`src/rtl/duo_tmr_pkg.sv`:
```
// Shared constants and types for the dual timer/counter unit.
package duo_tmr_pkg;
    localparam int BYTE_W = 8;

    // Per-channel operating layout, as encoded in the mode byte.
    typedef enum logic [1:0] {
        TM_PSC13   = 2'b00,
        TM_CAS16   = 2'b01,
        TM_RELOAD8 = 2'b10,
        TM_SPLIT   = 2'b11
    } tmr_mode_e;

    localparam logic [2:0] A_MODE = 3'd0;
    localparam logic [2:0] A_CTRL = 3'd1;
    localparam logic [2:0] A_LO0  = 3'd2;
    localparam logic [2:0] A_HI0  = 3'd3;
    localparam logic [2:0] A_LO1  = 3'd4;
    localparam logic [2:0] A_HI1  = 3'd5;
endpackage

```
`src/rtl/tmr_fall_det.sv`:
```
// Falling-edge detector for one event pin.
// Function: registers the pin once per clock and flags the cycle in which
//   the registered sample is high and the current pin is low.
// Assumes: the pin is synchronous to clk and stays at each level for at
//   least one full cycle.
module tmr_fall_det (
    input  logic clk,
    input  logic rst_n,
    input  logic pin_i,
    output logic tick_o
);
    logic last_q;

    // Keep the previous cycle's pin sample.
    always_ff @(posedge clk) begin
        if (!rst_n) last_q <= 1'b0;
        else        last_q <= pin_i;
    end

    assign tick_o = last_q & ~pin_i;


    tick_low_chk: assert property (@(posedge clk) disable iff (!rst_n)
        tick_o |=> !last_q);
endmodule

```
`src/rtl/tmr_chan.sv`:
```
// One timer/counter channel: a low byte, a high byte and the four layouts.
// Function: on step_i the count moves according to mode_i and ovf_o pulses
//   on a wrap. With SPLIT=1, mode 11 runs the low byte on step_i and the high
//   byte on alt_step_i, and a high-byte wrap pulses ovf_hi_o. With SPLIT=0,
//   mode 11 freezes the count.
// Assumes: a write to either byte preempts the whole channel's step that cycle.
module tmr_chan
    import duo_tmr_pkg::*;
#(
    parameter bit SPLIT = 1'b0,
    parameter int PSC_W = 5
) (
    input  logic              clk,
    input  logic              rst_n,
    input  tmr_mode_e         mode_i,
    input  logic              step_i,
    input  logic              alt_step_i,
    input  logic              wr_lo_i,
    input  logic              wr_hi_i,
    input  logic [BYTE_W-1:0] wdata_i,
    output logic [BYTE_W-1:0] lo_o,
    output logic [BYTE_W-1:0] hi_o,
    output logic              ovf_o,
    output logic              ovf_hi_o
);
    localparam int               CW      = 2 * BYTE_W;
    localparam logic [PSC_W-1:0] PSC_TOP = '1;
    localparam logic [BYTE_W-1:0] B_TOP  = '1;

    logic [BYTE_W-1:0] lo_q, hi_q, lo_n, hi_n;
    logic              wr_any;

    assign wr_any = wr_lo_i | wr_hi_i;

    // Next-count selection per layout, with bus writes taking precedence.
    always_comb begin
        lo_n     = lo_q;
        hi_n     = hi_q;
        ovf_o    = 1'b0;
        ovf_hi_o = 1'b0;
        if (wr_any) begin
            if (wr_lo_i) lo_n = wdata_i;
            if (wr_hi_i) hi_n = wdata_i;
        end else begin
            case (mode_i)
                TM_PSC13: if (step_i) begin
                    if (lo_q[PSC_W-1:0] == PSC_TOP) begin
                        lo_n[PSC_W-1:0] = '0;
                        hi_n            = hi_q + 1'b1;
                        ovf_o           = (hi_q == B_TOP);
                    end else begin
                        lo_n[PSC_W-1:0] = lo_q[PSC_W-1:0] + 1'b1;
                    end
                end
                TM_CAS16: if (step_i) begin
                    {hi_n, lo_n} = {hi_q, lo_q} + CW'(1);
                    ovf_o        = &{hi_q, lo_q};
                end
                TM_RELOAD8: if (step_i) begin
                    if (lo_q == B_TOP) begin
                        lo_n  = hi_q;
                        ovf_o = 1'b1;
                    end else begin
                        lo_n = lo_q + 1'b1;
                    end
                end
                default: if (SPLIT) begin
                    if (step_i) begin
                        lo_n  = lo_q + 1'b1;
                        ovf_o = (lo_q == B_TOP);
                    end
                    if (alt_step_i) begin
                        hi_n     = hi_q + 1'b1;
                        ovf_hi_o = (hi_q == B_TOP);
                    end
                end
            endcase
        end
    end

    // Count byte storage.
    always_ff @(posedge clk) begin
        if (!rst_n) begin
            lo_q <= '0;
            hi_q <= '0;
        end else begin
            lo_q <= lo_n;
            hi_q <= hi_n;
        end
    end

    assign lo_o = lo_q;
    assign hi_o = hi_q;


    cas16_step_chk: assert property (@(posedge clk) disable iff (!rst_n)
        (mode_i == TM_CAS16 && step_i && !wr_any)
        |=> ({hi_q, lo_q} == CW'($past({hi_q, lo_q}) + CW'(1))));


    reload_chk: assert property (@(posedge clk) disable iff (!rst_n)
        (mode_i == TM_RELOAD8 && step_i && lo_q == B_TOP && !wr_any)
        |=> (lo_q == $past(hi_q) && $stable(hi_q)));


    psc_upper_chk: assert property (@(posedge clk) disable iff (!rst_n)
        (mode_i == TM_PSC13 && !wr_any) |=> $stable(lo_q[BYTE_W-1:PSC_W]));


    halt_chk: assert property (@(posedge clk) disable iff (!rst_n)
        (!SPLIT && mode_i == TM_SPLIT && !wr_any) |=> $stable({hi_q, lo_q}));


    wr_pri_chk: assert property (@(posedge clk) disable iff (!rst_n)
        (wr_lo_i && !wr_hi_i) |=> (lo_q == $past(wdata_i) && $stable(hi_q)));
endmodule

```
`src/rtl/tmr_regs.sv`:
```
// Mode and control registers of the dual timer/counter unit.
// Function: stores the mode byte, the two run bits and the two overflow
//   flags. Overflow pulses set flags, and a control write overrides them.
// Assumes: set_f_i pulses are single-cycle and come from the channels.
module tmr_regs
    import duo_tmr_pkg::*;
(
    input  logic              clk,
    input  logic              rst_n,
    input  logic              wr_mode_i,
    input  logic              wr_ctrl_i,
    input  logic [BYTE_W-1:0] wdata_i,
    input  logic [1:0]        set_f_i,
    output logic [BYTE_W-1:0] mode_o,
    output logic [1:0]        run_o,
    output logic [1:0]        flag_o
);
    logic [BYTE_W-1:0] mode_q;
    logic [1:0]        run_q, flag_q;

    // Register updates: bus writes first, then flag setting.
    always_ff @(posedge clk) begin
        if (!rst_n) begin
            mode_q <= '0;
            run_q  <= '0;
            flag_q <= '0;
        end else begin
            if (wr_mode_i) mode_q <= wdata_i;
            if (wr_ctrl_i) begin
                run_q  <= {wdata_i[6], wdata_i[4]};
                flag_q <= {wdata_i[7], wdata_i[5]};
            end else begin
                flag_q <= flag_q | set_f_i;
            end
        end
    end

    assign mode_o = mode_q;
    assign run_o  = run_q;
    assign flag_o = flag_q;


    flag0_hold_chk: assert property (@(posedge clk) disable iff (!rst_n)
        (flag_q[0] && !wr_ctrl_i) |=> flag_q[0]);


    flag1_hold_chk: assert property (@(posedge clk) disable iff (!rst_n)
        (flag_q[1] && !wr_ctrl_i) |=> flag_q[1]);


    flag_set_chk: assert property (@(posedge clk) disable iff (!rst_n)
        (set_f_i[0] && !wr_ctrl_i) |=> flag_q[0]);
endmodule

```
`src/rtl/duo_tmr.sv`:
```
// Dual timer/counter unit, top level.
// Function: decodes the register port, derives each channel's step from its
//   run, gate and counter-select fields, routes overflows to the flags, and
//   muxes the read data.
// Assumes: ev_pin and gate_pin are synchronous to clk.
module duo_tmr
    import duo_tmr_pkg::*;
#(
    parameter int PSC_W = 5
) (
    input  logic        clk,
    input  logic        rst_n,
    input  logic        bus_wr,
    input  logic [2:0]  bus_addr,
    input  logic [7:0]  bus_wdata,
    output logic [7:0]  bus_rdata,
    input  logic [1:0]  ev_pin,
    input  logic [1:0]  gate_pin,
    output logic [1:0]  ovf_flag
);
    localparam int NCH = 2;

    logic [BYTE_W-1:0] mode_r;
    logic [1:0]        run_r, flag_r, set_f;
    logic [NCH-1:0]    tick_w, step_w, ovf_w, ovf_hi_w;
    logic [BYTE_W-1:0] lo_w [NCH];
    logic [BYTE_W-1:0] hi_w [NCH];
    tmr_mode_e         md_w [NCH];

    generate
        for (genvar g = 0; g < NCH; g++) begin : g_ch
            localparam logic [2:0] LO_A = 3'(2 + 2 * g);
            localparam logic [2:0] HI_A = 3'(3 + 2 * g);
            logic gate_b, ct_b, en_b;

            assign gate_b  = mode_r[4*g+3];
            assign ct_b    = mode_r[4*g+2];
            assign md_w[g] = tmr_mode_e'(mode_r[4*g+1 -: 2]);
            assign en_b    = run_r[g] & (~gate_b | gate_pin[g]);
            assign step_w[g] = en_b & (ct_b ? tick_w[g] : 1'b1);

            tmr_fall_det u_edge (
                .clk    (clk),
                .rst_n  (rst_n),
                .pin_i  (ev_pin[g]),
                .tick_o (tick_w[g])
            );

            tmr_chan #(.SPLIT(g == 0), .PSC_W(PSC_W)) u_chan (
                .clk        (clk),
                .rst_n      (rst_n),
                .mode_i     (md_w[g]),
                .step_i     (step_w[g]),
                .alt_step_i ((g == 0) ? run_r[1] : 1'b0),
                .wr_lo_i    (bus_wr && bus_addr == LO_A),
                .wr_hi_i    (bus_wr && bus_addr == HI_A),
                .wdata_i    (bus_wdata),
                .lo_o       (lo_w[g]),
                .hi_o       (hi_w[g]),
                .ovf_o      (ovf_w[g]),
                .ovf_hi_o   (ovf_hi_w[g])
            );
        end
    endgenerate

    // Flag routing: in split layout channel 1 loses its flag to channel 0's high byte.
    always_comb begin
        set_f[0] = ovf_w[0];
        set_f[1] = (ovf_w[1] & (md_w[0] != TM_SPLIT)) | (|ovf_hi_w);
    end

    tmr_regs u_regs (
        .clk       (clk),
        .rst_n     (rst_n),
        .wr_mode_i (bus_wr && bus_addr == A_MODE),
        .wr_ctrl_i (bus_wr && bus_addr == A_CTRL),
        .wdata_i   (bus_wdata),
        .set_f_i   (set_f),
        .mode_o    (mode_r),
        .run_o     (run_r),
        .flag_o    (flag_r)
    );

    // Read data multiplexer over the live registers.
    always_comb begin
        case (bus_addr)
            A_MODE:  bus_rdata = mode_r;
            A_CTRL:  bus_rdata = {flag_r[1], run_r[1], flag_r[0], run_r[0], 4'b0000};
            A_LO0:   bus_rdata = lo_w[0];
            A_HI0:   bus_rdata = hi_w[0];
            A_LO1:   bus_rdata = lo_w[1];
            A_HI1:   bus_rdata = hi_w[1];
            default: bus_rdata = '0;
        endcase
    end

    assign ovf_flag = flag_r;


    gate_block_chk: assert property (@(posedge clk) disable iff (!rst_n)
        (md_w[0] != TM_SPLIT && mode_r[3] && !gate_pin[0]
         && !(bus_wr && (bus_addr == A_LO0 || bus_addr == A_HI0)))
        |=> $stable({hi_w[0], lo_w[0]}));
endmodule

```
`config.mk`:
```
export PLATFORM = sky130hd
export DESIGN_NAME = duo_tmr
export DESIGN_NICKNAME = d
export VERILOG_FILES = /design/src/rtl/duo_tmr_pkg.sv /design/src/rtl/tmr_fall_det.sv /design/src/rtl/tmr_chan.sv /design/src/rtl/tmr_regs.sv /design/src/rtl/duo_tmr.sv
export SDC_FILE = /design/constraint.sdc
export NUM_CORES = 1
export LEC_CHECK = 0
export BUFFER_PORTS_ARGS = -buffer_cell sky130_fd_sc_hd__buf_4
export CORE_UTILIZATION = 60
export DETAILED_ROUTE_END_ITERATION = 10
export PLACE_DENSITY_LB_ADDON = 0.3
export SYNTH_ARGS = -nofsm -noshare
export SYNTH_HDL_FRONTEND = slang
export SYNTH_SLANG_ARGS = --single-unit
```
`constraint.sdc`:
```
create_clock -name clk -period 4.75 [get_ports clk]
set_input_delay 1.425 -clock clk [delete_from_list [all_inputs] [get_ports clk]]
set_output_delay 1.425 -clock clk [all_outputs]
set_load 0.02 [all_outputs]
```
Word level (Yosys, flattened, before mapping). Index checks and enable logic that the tools add are counted.

Flip-flop bits (word level): 46. Latch bits: 0. RAM bits: 0. Bits in read-only memories: 0. Input port bits: 18. Output and inout port bits: 10. Logic and storage cells: 142. Memories: 0.

$add $sub $neg: 8. Multipliers: 0. Divide/modulo/power cells: 0. Magnitude comparators: 0. Equality and inequality tests: 29. Shift-type cells: 0. Mux-type cells: 54. Bitwise operators: 17. Reduce and logical (&&, ||, !) cells: 23.

Operator list (number): $mux 8 (22); $pmux 8 s6 (1); $add 16x1->16 const B (2); $add 8x1->8 const B (4); $eq 8x8->1 const B (4); $reduce_and 16->1 (2); $pmux 5 s3 (2); $pmux 8 s3 (1); $ne 3x1->1 const B (7); $mux 5 (4); $mux 1 (18); $pmux 8 s2 (1); $ne 2x1->1 const B (6); $add 5x1->5 const B (2); $eq 5x5->1 const B (2); $reduce_and 5->1 (2); $pmux 3 s3 (1); $reduce_bool 4->1 (2); $and 1x1->1 (7); $eq 3x2->1 const B (2); $eq 3x3->1 const B (2); $logic_and 1x1->1 (6); $pmux 1 s3 (2); $pmux 3 s2 (1); other kinds (17) (28).

Logic depth before layout (Yosys ltp). Gate-level depths: netlist of the first run.

Depth in word-level cells: 11. Mapped depth: 9.

Modules after synthesis. A second synthesis of the first run with hierarchy kept.

Cells, all modules: 494. Area, all modules: 3806.2 µm².

By module, submodules not included: tmr_chan at g_ch[1].u_chan (times used 1, cells an instance 197, area each 1396.3 µm², seq. area each 320.3 µm²); tmr_chan at g_ch[0].u_chan (times used 1, cells an instance 182, area each 1351.3 µm², seq. area each 320.3 µm²); duo_tmr (times used 1, cells an instance 71, area each 539.3 µm², seq. area each 0.0 µm²); tmr_regs (times used 1, cells an instance 38, area each 446.7 µm², seq. area each 240.2 µm²); tmr_fall_det (times used 2, cells an instance 3, area each 36.3 µm², seq. area each 20.0 µm²).

Worst setup path after synthesis of the first run. Ideal clock, no wire load.

Kind: in2out. From: input bus_addr[1]. To: output bus_rdata[6]. Arrival: 2672 ps. Data required time: 3325 ps. Path slack: 653 ps. Stages: 5. Path through: clkbuf_1 -> clkbuf_1 -> and3b_1 -> a21oi_1 -> o21ai_0.

Cells in the longest elaborated chain, start to end: 2. Elaborated cells between the ends (all ways): 7. Those cells by class: eq/ne (5); mux (1); reduce/logical (1).

Ends and longest elaborated chain: start: declaration (RTL line duo_tmr.sv:14) `input logic [2:0] bus_addr,`; $eq 3x3->1 (tied with other cells) (RTL line duo_tmr.sv:86) `case (bus_addr)`; $pmux 8 s6 (*) (RTL line duo_tmr.sv:86); end: declaration (RTL line duo_tmr.sv:16) `output logic [7:0] bus_rdata,`.

Mark *: on every way between the ends. The rest lies on a longest branch, timed or not.

Worst setup path in the final report of the first run.
From: input bus_addr[0]. To: output bus_rdata[5].

The elaborated chain is that of the path after synthesis.

==> results.sh, run 1 <==
export IMPL_synth_seq_area_share=0.246
export IMPL_initial_core_util=0.628
export IMPL_cp_slowest_cell="nor2b_1"
export IMPL_die_h_um=81.0
export IMPL_postCtsSetupBuffers=0
export IMPL_worst_pin_slew_ns=0.986
export IMPL_clockBufferDepth=2
export IMPL_drtIter0Drc=573
export IMPL_hold_violations=0
export IMPL_clock_sinks=46
export IMPL_finalInstanceArea_um2=3990
export IMPL_cp_common_cell="buf_4"
export IMPL_post_route_min_period_ns=4.08
export IMPL_syn_num_nets=524
export IMPL_synth_area_per_cell_um2=7.62
export IMPL_drv_cap=0
export IMPL_synth_edff_count=0
export IMPL_max_stage_delay_ns=0.37
export IMPL_crit_family="buffers and inverters"
export IMPL_syn_cell_area_um2=3740
export IMPL_num_nets_final=523
export IMPL_cp_arrival_ns=2.65
export IMPL_pwr_share_seq=0.494
export IMPL_yosysTopAreaCell="dfxtp_1"
export IMPL_hpwl_um=8870
export IMPL_first_global_vias=3645
export IMPL_path_cells="buf_4 > nor2b_1 > a21oi_1 > o221ai_1 > buf_4"
export IMPL_synthArstFlopShare=0
export IMPL_areaGrowthSynthToFinish_pct=6.72
export IMPL_p_leak_nw=1.43
export IMPL_drc_errors=0
export IMPL_root_buffer="clkbuf_8"
export IMPL_start_kind="input port"
export IMPL_wl_per_cell_um=22.0
export IMPL_synth_cells=491
export IMPL_grt_overflow=0
export IMPL_synth_seq_cells=46
export IMPL_first_pass_iters=5
export IMPL_rows=28
export IMPL_port_buffers=27
export IMPL_setup_violations=0
export IMPL_p_clk_frac=0.345
export IMPL_crit_required_ns=3.32
export IMPL_drive_above_1_share=0.118
export IMPL_viasPerCell=7.38
export IMPL_cts_hold_buf=0
export IMPL_yosys_warnings=0
export IMPL_ir_drop_mv=0.218
export IMPL_yosys_top_cells_count="dfxtp_1, nand2_1, a21oi_1, nor2_1, clkbuf_1"
export IMPL_rsz0062_at_grt="no"
export IMPL_yosysTopAreaCellShare=0.246
export IMPL_grtUsageTotal=0.402
export IMPL_path_max_fanout=22
export IMPL_antenna_found_initial=0
export IMPL_finalSetupTns_ns=0
export IMPL_internal_power_mw=0.607
export IMPL_dpl_cell_area_um2=3890
export IMPL_clkSlewWorstSetupHoldPaths_ns=0.09
export IMPL_switching_power_mw=0.244
export IMPL_crit_type="input port to output pin"
export IMPL_die_area_um2=6560
export IMPL_fillers=506
export IMPL_finClkSkew_ns=0.00450
export IMPL_die_w_um=81.0
export IMPL_grt_max_degree=31
export IMPL_hp_class="register to register"
export IMPL_clk_latency_ns=0.30
export IMPL_drv_slew=0
export IMPL_ctsResizeCount=0
export IMPL_n_antenna_cell=0
export IMPL_antenna_left=0
export IMPL_vias=4176
export IMPL_power_density_nw_per_um2=213
export IMPL_grt_pass1_wl_um=19700
export IMPL_synth_cell_types=68
export IMPL_num_io_pins=28
export IMPL_status="completed"
export IMPL_min_period_over_period=0.859
export IMPL_worstSetupEndpointType="output pin"
export IMPL_switching_share=0.286
export IMPL_cts_inserted_buffers=5
export IMPL_cts_tree="yes"
export IMPL_core_um2=5960
export IMPL_max_freq_mhz=245
export IMPL_routed_wl_um=12400
export IMPL_max_slew_margin=0.343
export IMPL_netlist_top_cells_area="dfxtp_1, a21oi_1, ha_1, nand2_1, nor2_1"
export IMPL_p_comb_frac=0.161
export IMPL_htreeDepth=2
export IMPL_place_congestion=1.03
export IMPL_synth_flop_cell="dfxtp_1"
export IMPL_crit_buf_inv=2
==> sequential cells by signal, summed over array words and instances (netlist names) <==
| signal | cells |
|---|---|
| g_ch.u_edge.last_q | 2 |
| g_ch.u_chan.hi_o | 16 |
| u_regs.run_o | 2 |
| g_ch.u_chan.lo_o | 16 |
| u_regs.flag_o | 2 |
| u_regs.mode_o | 8 |
==> per-layer routing <==
layer | GRT usage | part of all wire | vias to the layer above
met3 | 0.0798 | 0.12 | 24
met5 | 0 | 0 | -
met4 | 0.121 | 0.021 | 0
li1 | - | - | 1878
met2 | 0.589 | 0.43 | 311
met1 | 0.586 | 0.42 | 1963
==> placed cells by master, fill, tap and decap left out, drive strengths merged, types with 10 or more instances in the layout <==
| cell | n |
|---|---|
| ha | 15 |
| nor3 | 14 |
| a22oi | 12 |
| o21ai | 23 |
| nor2 | 34 |
| buf | 29 |
| and3 | 12 |
| dfxtp | 46 |
| nand4 | 10 |
| mux2i | 10 |
| o211ai | 11 |
| a21oi | 42 |
| inv | 16 |
| nand2 | 46 |
| nand3 | 21 |
==> final timing paths <==
| check | from | endpoint | slack (ns) | depth (start not counted) |
|---|---|---|---|---|
| worst max-delay path | bus_addr[0] | bus_rdata[5] | 0.67 | 5 |
| worst min-delay path | u_regs.mode_o[7] | u_regs.mode_o[7] | 0.50 | 2 |
| worst max register to register | g_ch[0].u_chan.lo_o[0] | g_ch[0].u_chan.hi_o[2] | 1.97 | 8 |
| worst min register to register | u_regs.mode_o[7] | u_regs.mode_o[7] | 0.50 | 2 |
==> stage by stage <==
stage | std cells | hold slack [ns] | util | setup WS [ns] | power, mW
CTS | 566 | 0.495 | 0.671 | 0.754 | 0.847
detailed placement | 558 | 0.483 | 0.653 | 0.763 | 0.560
global route | 566 | 0.534 | 0.671 | 0.596 | 0.878
global placement | 558 | 0.475 | 0.653 | 0.775 | 0.557
floorplan | 491 | 0.445 | - | 0.653 | 0.512
finish | 566 | 0.500 | 0.671 | 0.671 | 0.851
==> worst register-to-register path, stage by stage (launching register included) <==
cell,delay [ns]
dfxtp_1,0.37
ha_1,0.32
and3_1,0.22
ha_1,0.19
nor2b_1,0.24
nor3_1,0.10
a211oi_2,0.63
or2_1,0.42
o221a_2,0.25
==> area by class of cell <==
cell class	instances	area, um^2	share of cell area
well taps	75	93.8	0.0235
repair buffers	29	218	0.0545
multi-input cells	391	2590	0.649
clock inverters	1	30.0	0.00752
inverters	17	63.8	0.0160
flip-flops and latches	46	921	0.231
clock buffers	7	76.3	0.0191
==> cells by family (layout without fill, tap and decap cells) <==
logic type	after synthesis	count (layout)	share of synthesized area
compound gates	175	175	0.338
fa+ha+maj	15	15	0.0502
simple gates	179	179	0.245
buf+inv	54	54	0.0615
flops	46	46	0.246
xor+xnor	5	5	0.0117
mux	17	17	0.0478
==> power by group through the flow <==
stage                     Sequential [mW]  Combinational [mW]  Clock [mW]
after floorplan                     0.417              0.0945           0
after CTS                           0.418               0.133       0.296
after global placement              0.427               0.130           0
after detailed placement            0.427               0.133           0
final                               0.420               0.137       0.293
after global routing                0.421               0.147       0.310
(Power assumes the default switching activity.)
==> inputs of run 2 (changes only) <==
--- a/config.mk
+++ b/config.mk
@@ -6,7 +6,7 @@
 export NUM_CORES = 1
 export LEC_CHECK = 0
 export BUFFER_PORTS_ARGS = -buffer_cell sky130_fd_sc_hd__buf_4
-export CORE_UTILIZATION = 60
+export CORE_UTILIZATION = 40
 export DETAILED_ROUTE_END_ITERATION = 10
 export PLACE_DENSITY_LB_ADDON = 0.3
 export SYNTH_ARGS = -nofsm -noshare
==> constraint.sdc (replaced) <==
create_clock -name clk -period 5 [get_ports clk]
set_input_delay 1.5 -clock clk [delete_from_list [all_inputs] [get_ports clk]]
set_output_delay 1.5 -clock clk [all_outputs]
set_load 0.02 [all_outputs]
==> results.sh, run 2 (synthesis results as in run 1) <==
export IMPL_ctsResizeCount=0
export IMPL_clockBufferDepth=2
export IMPL_antenna_found_initial=0
export IMPL_rows=34
export IMPL_initial_core_util=0.421
export IMPL_hold_violations=0
export IMPL_max_freq_mhz=237
export IMPL_drv_cap=0
export IMPL_num_nets_final=522
export IMPL_drive_above_1_share=0.120
export IMPL_worst_pin_slew_ns=1.03
export IMPL_grt_pass1_wl_um=20700
export IMPL_die_area_um2=9750
export IMPL_grt_max_degree=31
export IMPL_die_h_um=98.7
export IMPL_cts_inserted_buffers=5
export IMPL_cp_common_cell="buf_4"
export IMPL_place_congestion=0.936
export IMPL_postCtsSetupBuffers=0
export IMPL_drc_errors=0
export IMPL_vias=4073
export IMPL_crit_required_ns=3.50
export IMPL_antenna_left=0
export IMPL_status="completed"
export IMPL_drv_slew=0
export IMPL_setup_violations=0
export IMPL_routed_wl_um=12700
export IMPL_port_buffers=27
export IMPL_min_period_over_period=0.846
export IMPL_finClkSkew_ns=0.00942
export IMPL_finalSetupTns_ns=0
export IMPL_hold_worst_slack_ns=0.511
export IMPL_areaGrowthSynthToFinish_pct=7.79
export IMPL_ir_drop_mv=0.101
export IMPL_p_leak_nw=1.44
export IMPL_crit_buf_inv=2
export IMPL_cp_slowest_cell="nor2b_1"
export IMPL_place_ws_ns=0.818
export IMPL_clkSlewWorstSetupHoldPaths_ns=0.10
export IMPL_path_cells="buf_4 > nor2b_1 > a21oi_1 > o221ai_1 > buf_4"
export IMPL_path_max_fanout=22
export IMPL_max_slew_margin=0.311
export IMPL_postLayoutSetupSlackWorst_ns=0.772
export IMPL_crit_type="input port to output pin"
export IMPL_wl_per_cell_um=21.3
export IMPL_max_stage_delay_ns=0.34
export IMPL_first_global_vias=3830
export IMPL_core_um2=8890
export IMPL_final_cell_mix="nand2_1, dfxtp_1, a21oi_1, nor2_1, buf_4"
export IMPL_rsz0062_at_grt="no"
export IMPL_crit_start="bus_addr[0]"
export IMPL_grt_overflow=0
export IMPL_drtIter0Drc=514
export IMPL_first_pass_iters=6
export IMPL_worstHoldStart="u_regs.mode_o[6]"
export IMPL_power_density_nw_per_um2=206
export IMPL_grtUsageTotal=0.271
export IMPL_num_io_pins=28
export IMPL_n_antenna_cell=0
export IMPL_clk_latency_ns=0.31
export IMPL_start_kind="input port"
export IMPL_crit_family="buffers and inverters"
export IMPL_cts_hold_buf=0
export IMPL_htreeDepth=2
export IMPL_viasPerCell=6.81
export IMPL_r2r_start="g_ch[0].u_chan.lo_o[0]"
export IMPL_hp_class="register to register"
export IMPL_cp_arrival_ns=2.73
export IMPL_cts_tree="yes"
export IMPL_clock_sinks=46
export IMPL_root_buffer="clkbuf_8"
export IMPL_worstSetupEndpointType="output pin"
export IMPL_die_w_um=98.7
export IMPL_total_power_mw=0.831
export IMPL_post_route_min_period_ns=4.23
export IMPL_hpwl_um=9080
[run 2: tightest hold or removal path: stages, from the launching register on]
cell and delay (ns):
dfxtp_1 0.35, nand2_1 0.06, a21oi_1 0.06
[run 2: metrics by stage]
stage | util | instance area [um^2] | instances
after detailed placement | 0.441 | 3920 | 590
final | 0.454 | 4030 | 598
after CTS | 0.454 | 4030 | 598
after floorplan | - | 3740 | 491
after global placement | 0.441 | 3920 | 590
after global routing | 0.454 | 4030 | 598
[run 2: report_power, final]
| group | leakage [nW] | internal [mW] | switching (mW) |
|---|---|---|---|
| logic | 1.00 | 0.0491 | 0.0819 |
| clock network | 0.0585 | 0.150 | 0.151 |
| registers | 0.373 | 0.378 | 0.0209 |
| total | 1.44 | 0.577 | 0.254 |
[run 2: path summary, 6_finish.rpt]
kind,to,slack (ns),depth (start not counted)
max,bus_rdata[7],0.77,5
min,u_regs.mode_o[6],0.51,2
max reg2reg,g_ch[0].u_chan.hi_o[2],2.14,8
min reg2reg,u_regs.mode_o[6],0.51,2
[run 2: per-layer routing]
| metal | part of all wire | GRT usage |
|---|---|---|
| met5 | 0 | 0 |
| met4 | 0.037 | 0.106 |
| met3 | 0.10 | 0.0440 |
| met2 | 0.43 | 0.413 |
| met1 | 0.42 | 0.383 |
[run 2: cell type report]
cell class | count | area, um^2
clock buffer | 5 | 68.8
clock inverter | 3 | 43.8
fill | 883 | 4860
inverter | 17 | 63.8
multi-input combinational | 391 | 2590
sequential | 46 | 921
tap | 108 | 135
timing repair buffer | 28 | 210
==> inputs of run 3 (changes only) <==
==> constraint.sdc (replaced) <==
create_clock -name clk -period 3.5 [get_ports clk]
set_input_delay 1.05 -clock clk [delete_from_list [all_inputs] [get_ports clk]]
set_output_delay 1.05 -clock clk [all_outputs]
set_load 0.02 [all_outputs]
==> results.sh, run 3 (synthesis results as in run 1) <==
export IMPL_rows=34
export IMPL_antenna_left=0
export IMPL_multi_input_area_um2=2590
export IMPL_num_io_pins=28
export IMPL_dr_wl_met2_um=5530
export IMPL_r2r_start="g_ch[0].u_chan.lo_o[0]"
export IMPL_crit_required_ns=2.45
export IMPL_drive_above_1_share=0.131
export IMPL_port_buffers=27
export IMPL_p_leak_nw=1.46
export IMPL_core_um2=8890
export IMPL_drv_slew=0
export IMPL_worstSetupEndpointType="output pin"
export IMPL_grt_pass1_wl_um=20400
export IMPL_hpwl_um=9070
export IMPL_antenna_found_initial=0
export IMPL_areaGrowthSynthToFinish_pct=8.59
export IMPL_ctsResizeCount=0
export IMPL_worst_pin_slew_ns=0.650
export IMPL_postCtsSetupBuffers=0
export IMPL_grt_max_degree=31
export IMPL_start_kind="input port"
export IMPL_finalNonFillerCells=604
export IMPL_first_pass_iters=7
export IMPL_die_area_um2=9750
export IMPL_die_w_um=98.7
export IMPL_viasPerCell=6.80
export IMPL_dpl_cell_area_um2=3970
export IMPL_power_density_nw_per_um2=281
export IMPL_initial_core_util=0.421
export IMPL_cp_arrival_ns=2.23
export IMPL_m1WireLength_um=5510
export IMPL_highest_layer="met4"
export IMPL_fillers=908
export IMPL_drc_errors=0
export IMPL_grt_overflow=0
export IMPL_total_power_mw=1.14
export IMPL_clk_latency_ns=0.33
export IMPL_min_period_over_period=0.936
export IMPL_first_global_vias=3744
export IMPL_clockBufferDepth=2
export IMPL_finClkSkew_ns=0.0153
export IMPL_hold_violations=0
export IMPL_status="completed"
export IMPL_drv_cap=0
export IMPL_cts_tree="yes"
export IMPL_r2r_slack_ns=0.84
export IMPL_die_h_um=98.7
export IMPL_cp_endpoint="bus_rdata[7]"
export IMPL_post_route_min_period_ns=3.28
export IMPL_max_slew_margin=0.562
export IMPL_drtIter0Drc=490
export IMPL_ir_drop_mv=0.172
export IMPL_root_buffer="clkbuf_8"
export IMPL_max_freq_mhz=305
export IMPL_timing_rr_end="g_ch[0].u_chan.hi_o[2]"
export IMPL_routed_wl_um=12800
export IMPL_wl_per_cell_um=21.1
export IMPL_num_nets_final=528
export IMPL_clock_sinks=46
export IMPL_cts_hold_buf=0
export IMPL_dp_cells=596
export IMPL_vias=4110
export IMPL_rsz0062_at_grt="no"
export IMPL_worst_r2r_path_depth=8
export IMPL_area_sequential_um2=921
export IMPL_crit_start="bus_addr[0]"
export IMPL_htreeDepth=2
export IMPL_place_congestion=0.934
export IMPL_wl_met3_um=1390
export IMPL_grtUsageTotal=0.269
export IMPL_clkSlewWorstSetupHoldPaths_ns=0.11
export IMPL_path_max_fanout=22
export IMPL_cts_inserted_buffers=5
export IMPL_n_antenna_cell=0
export IMPL_final_util=0.457
export IMPL_setup_violations=0
export IMPL_crit_type="input port to output pin"
export IMPL_place_ws_ns=0.222
export IMPL_postLayoutSetupSlackWorst_ns=0.223
export IMPL_final_cell_mix="nand2_1, dfxtp_1, a21oi_1, nor2_1, buf_4"
export IMPL_finalInstanceArea_um2=4060
export IMPL_finalSetupTns_ns=0
export IMPL_hp_class="register to register"
export IMPL_hold_worst_slack_ns=0.516
==> run 3: cell types whose count changed in the layout (fill, tap and decap cells not counted), sizes merged <==
| cell | delta |
|---|---|
| bufinv | -1 |
| inv | +1 |
| buf | +6 |
==> run 3: worst min path at each step <==
stage | start | endpoint | slack, ns | cells past startpoint
2_1_floorplan | u_regs.mode_o[3] | u_regs.mode_o[3] | 0.45 | 2
3_3_place_gp | u_regs.mode_o[7] | u_regs.mode_o[7] | 0.49 | 2
3_5_place_dp | u_regs.mode_o[7] | u_regs.mode_o[7] | 0.50 | 2
4_1_cts | u_regs.mode_o[7] | u_regs.mode_o[7] | 0.52 | 2
5_1_grt | u_regs.mode_o[7] | u_regs.mode_o[7] | 0.53 | 2
6_report | u_regs.mode_o[7] | u_regs.mode_o[7] | 0.52 | 2
==> run 3: cell type report <==
class / instances / area share
multi-input cells: 391 / 0.638
flip-flops and latches: 46 / 0.227
repair buffers: 34 / 0.0628
well taps: 108 / 0.0333
clock buffers: 5 / 0.0169
inverters: 17 / 0.0157
clock inverters: 3 / 0.00708
==> run 3: critical path, stage by stage <==
cell and delay, ns:
buf_4 0.24, nor2b_1 0.35, a21oi_1 0.14, o221ai_1 0.25, buf_4 0.20
==> run 3: routing by layer <==
metal | up-vias | GRT usage
met3 | 29 | 0.0454
met5 | - | 0
met2 | 283 | 0.404
met1 | 1913 | 0.389
met4 | 0 | 0.0873
li1 | 1885 | -
==> run 3: power by group <==
part           total (mW)  switching [mW]  internal, mW
clock               0.383           0.233         0.150
combinational       0.190           0.117        0.0730
sequential          0.570          0.0308         0.539
total                1.14           0.381         0.763
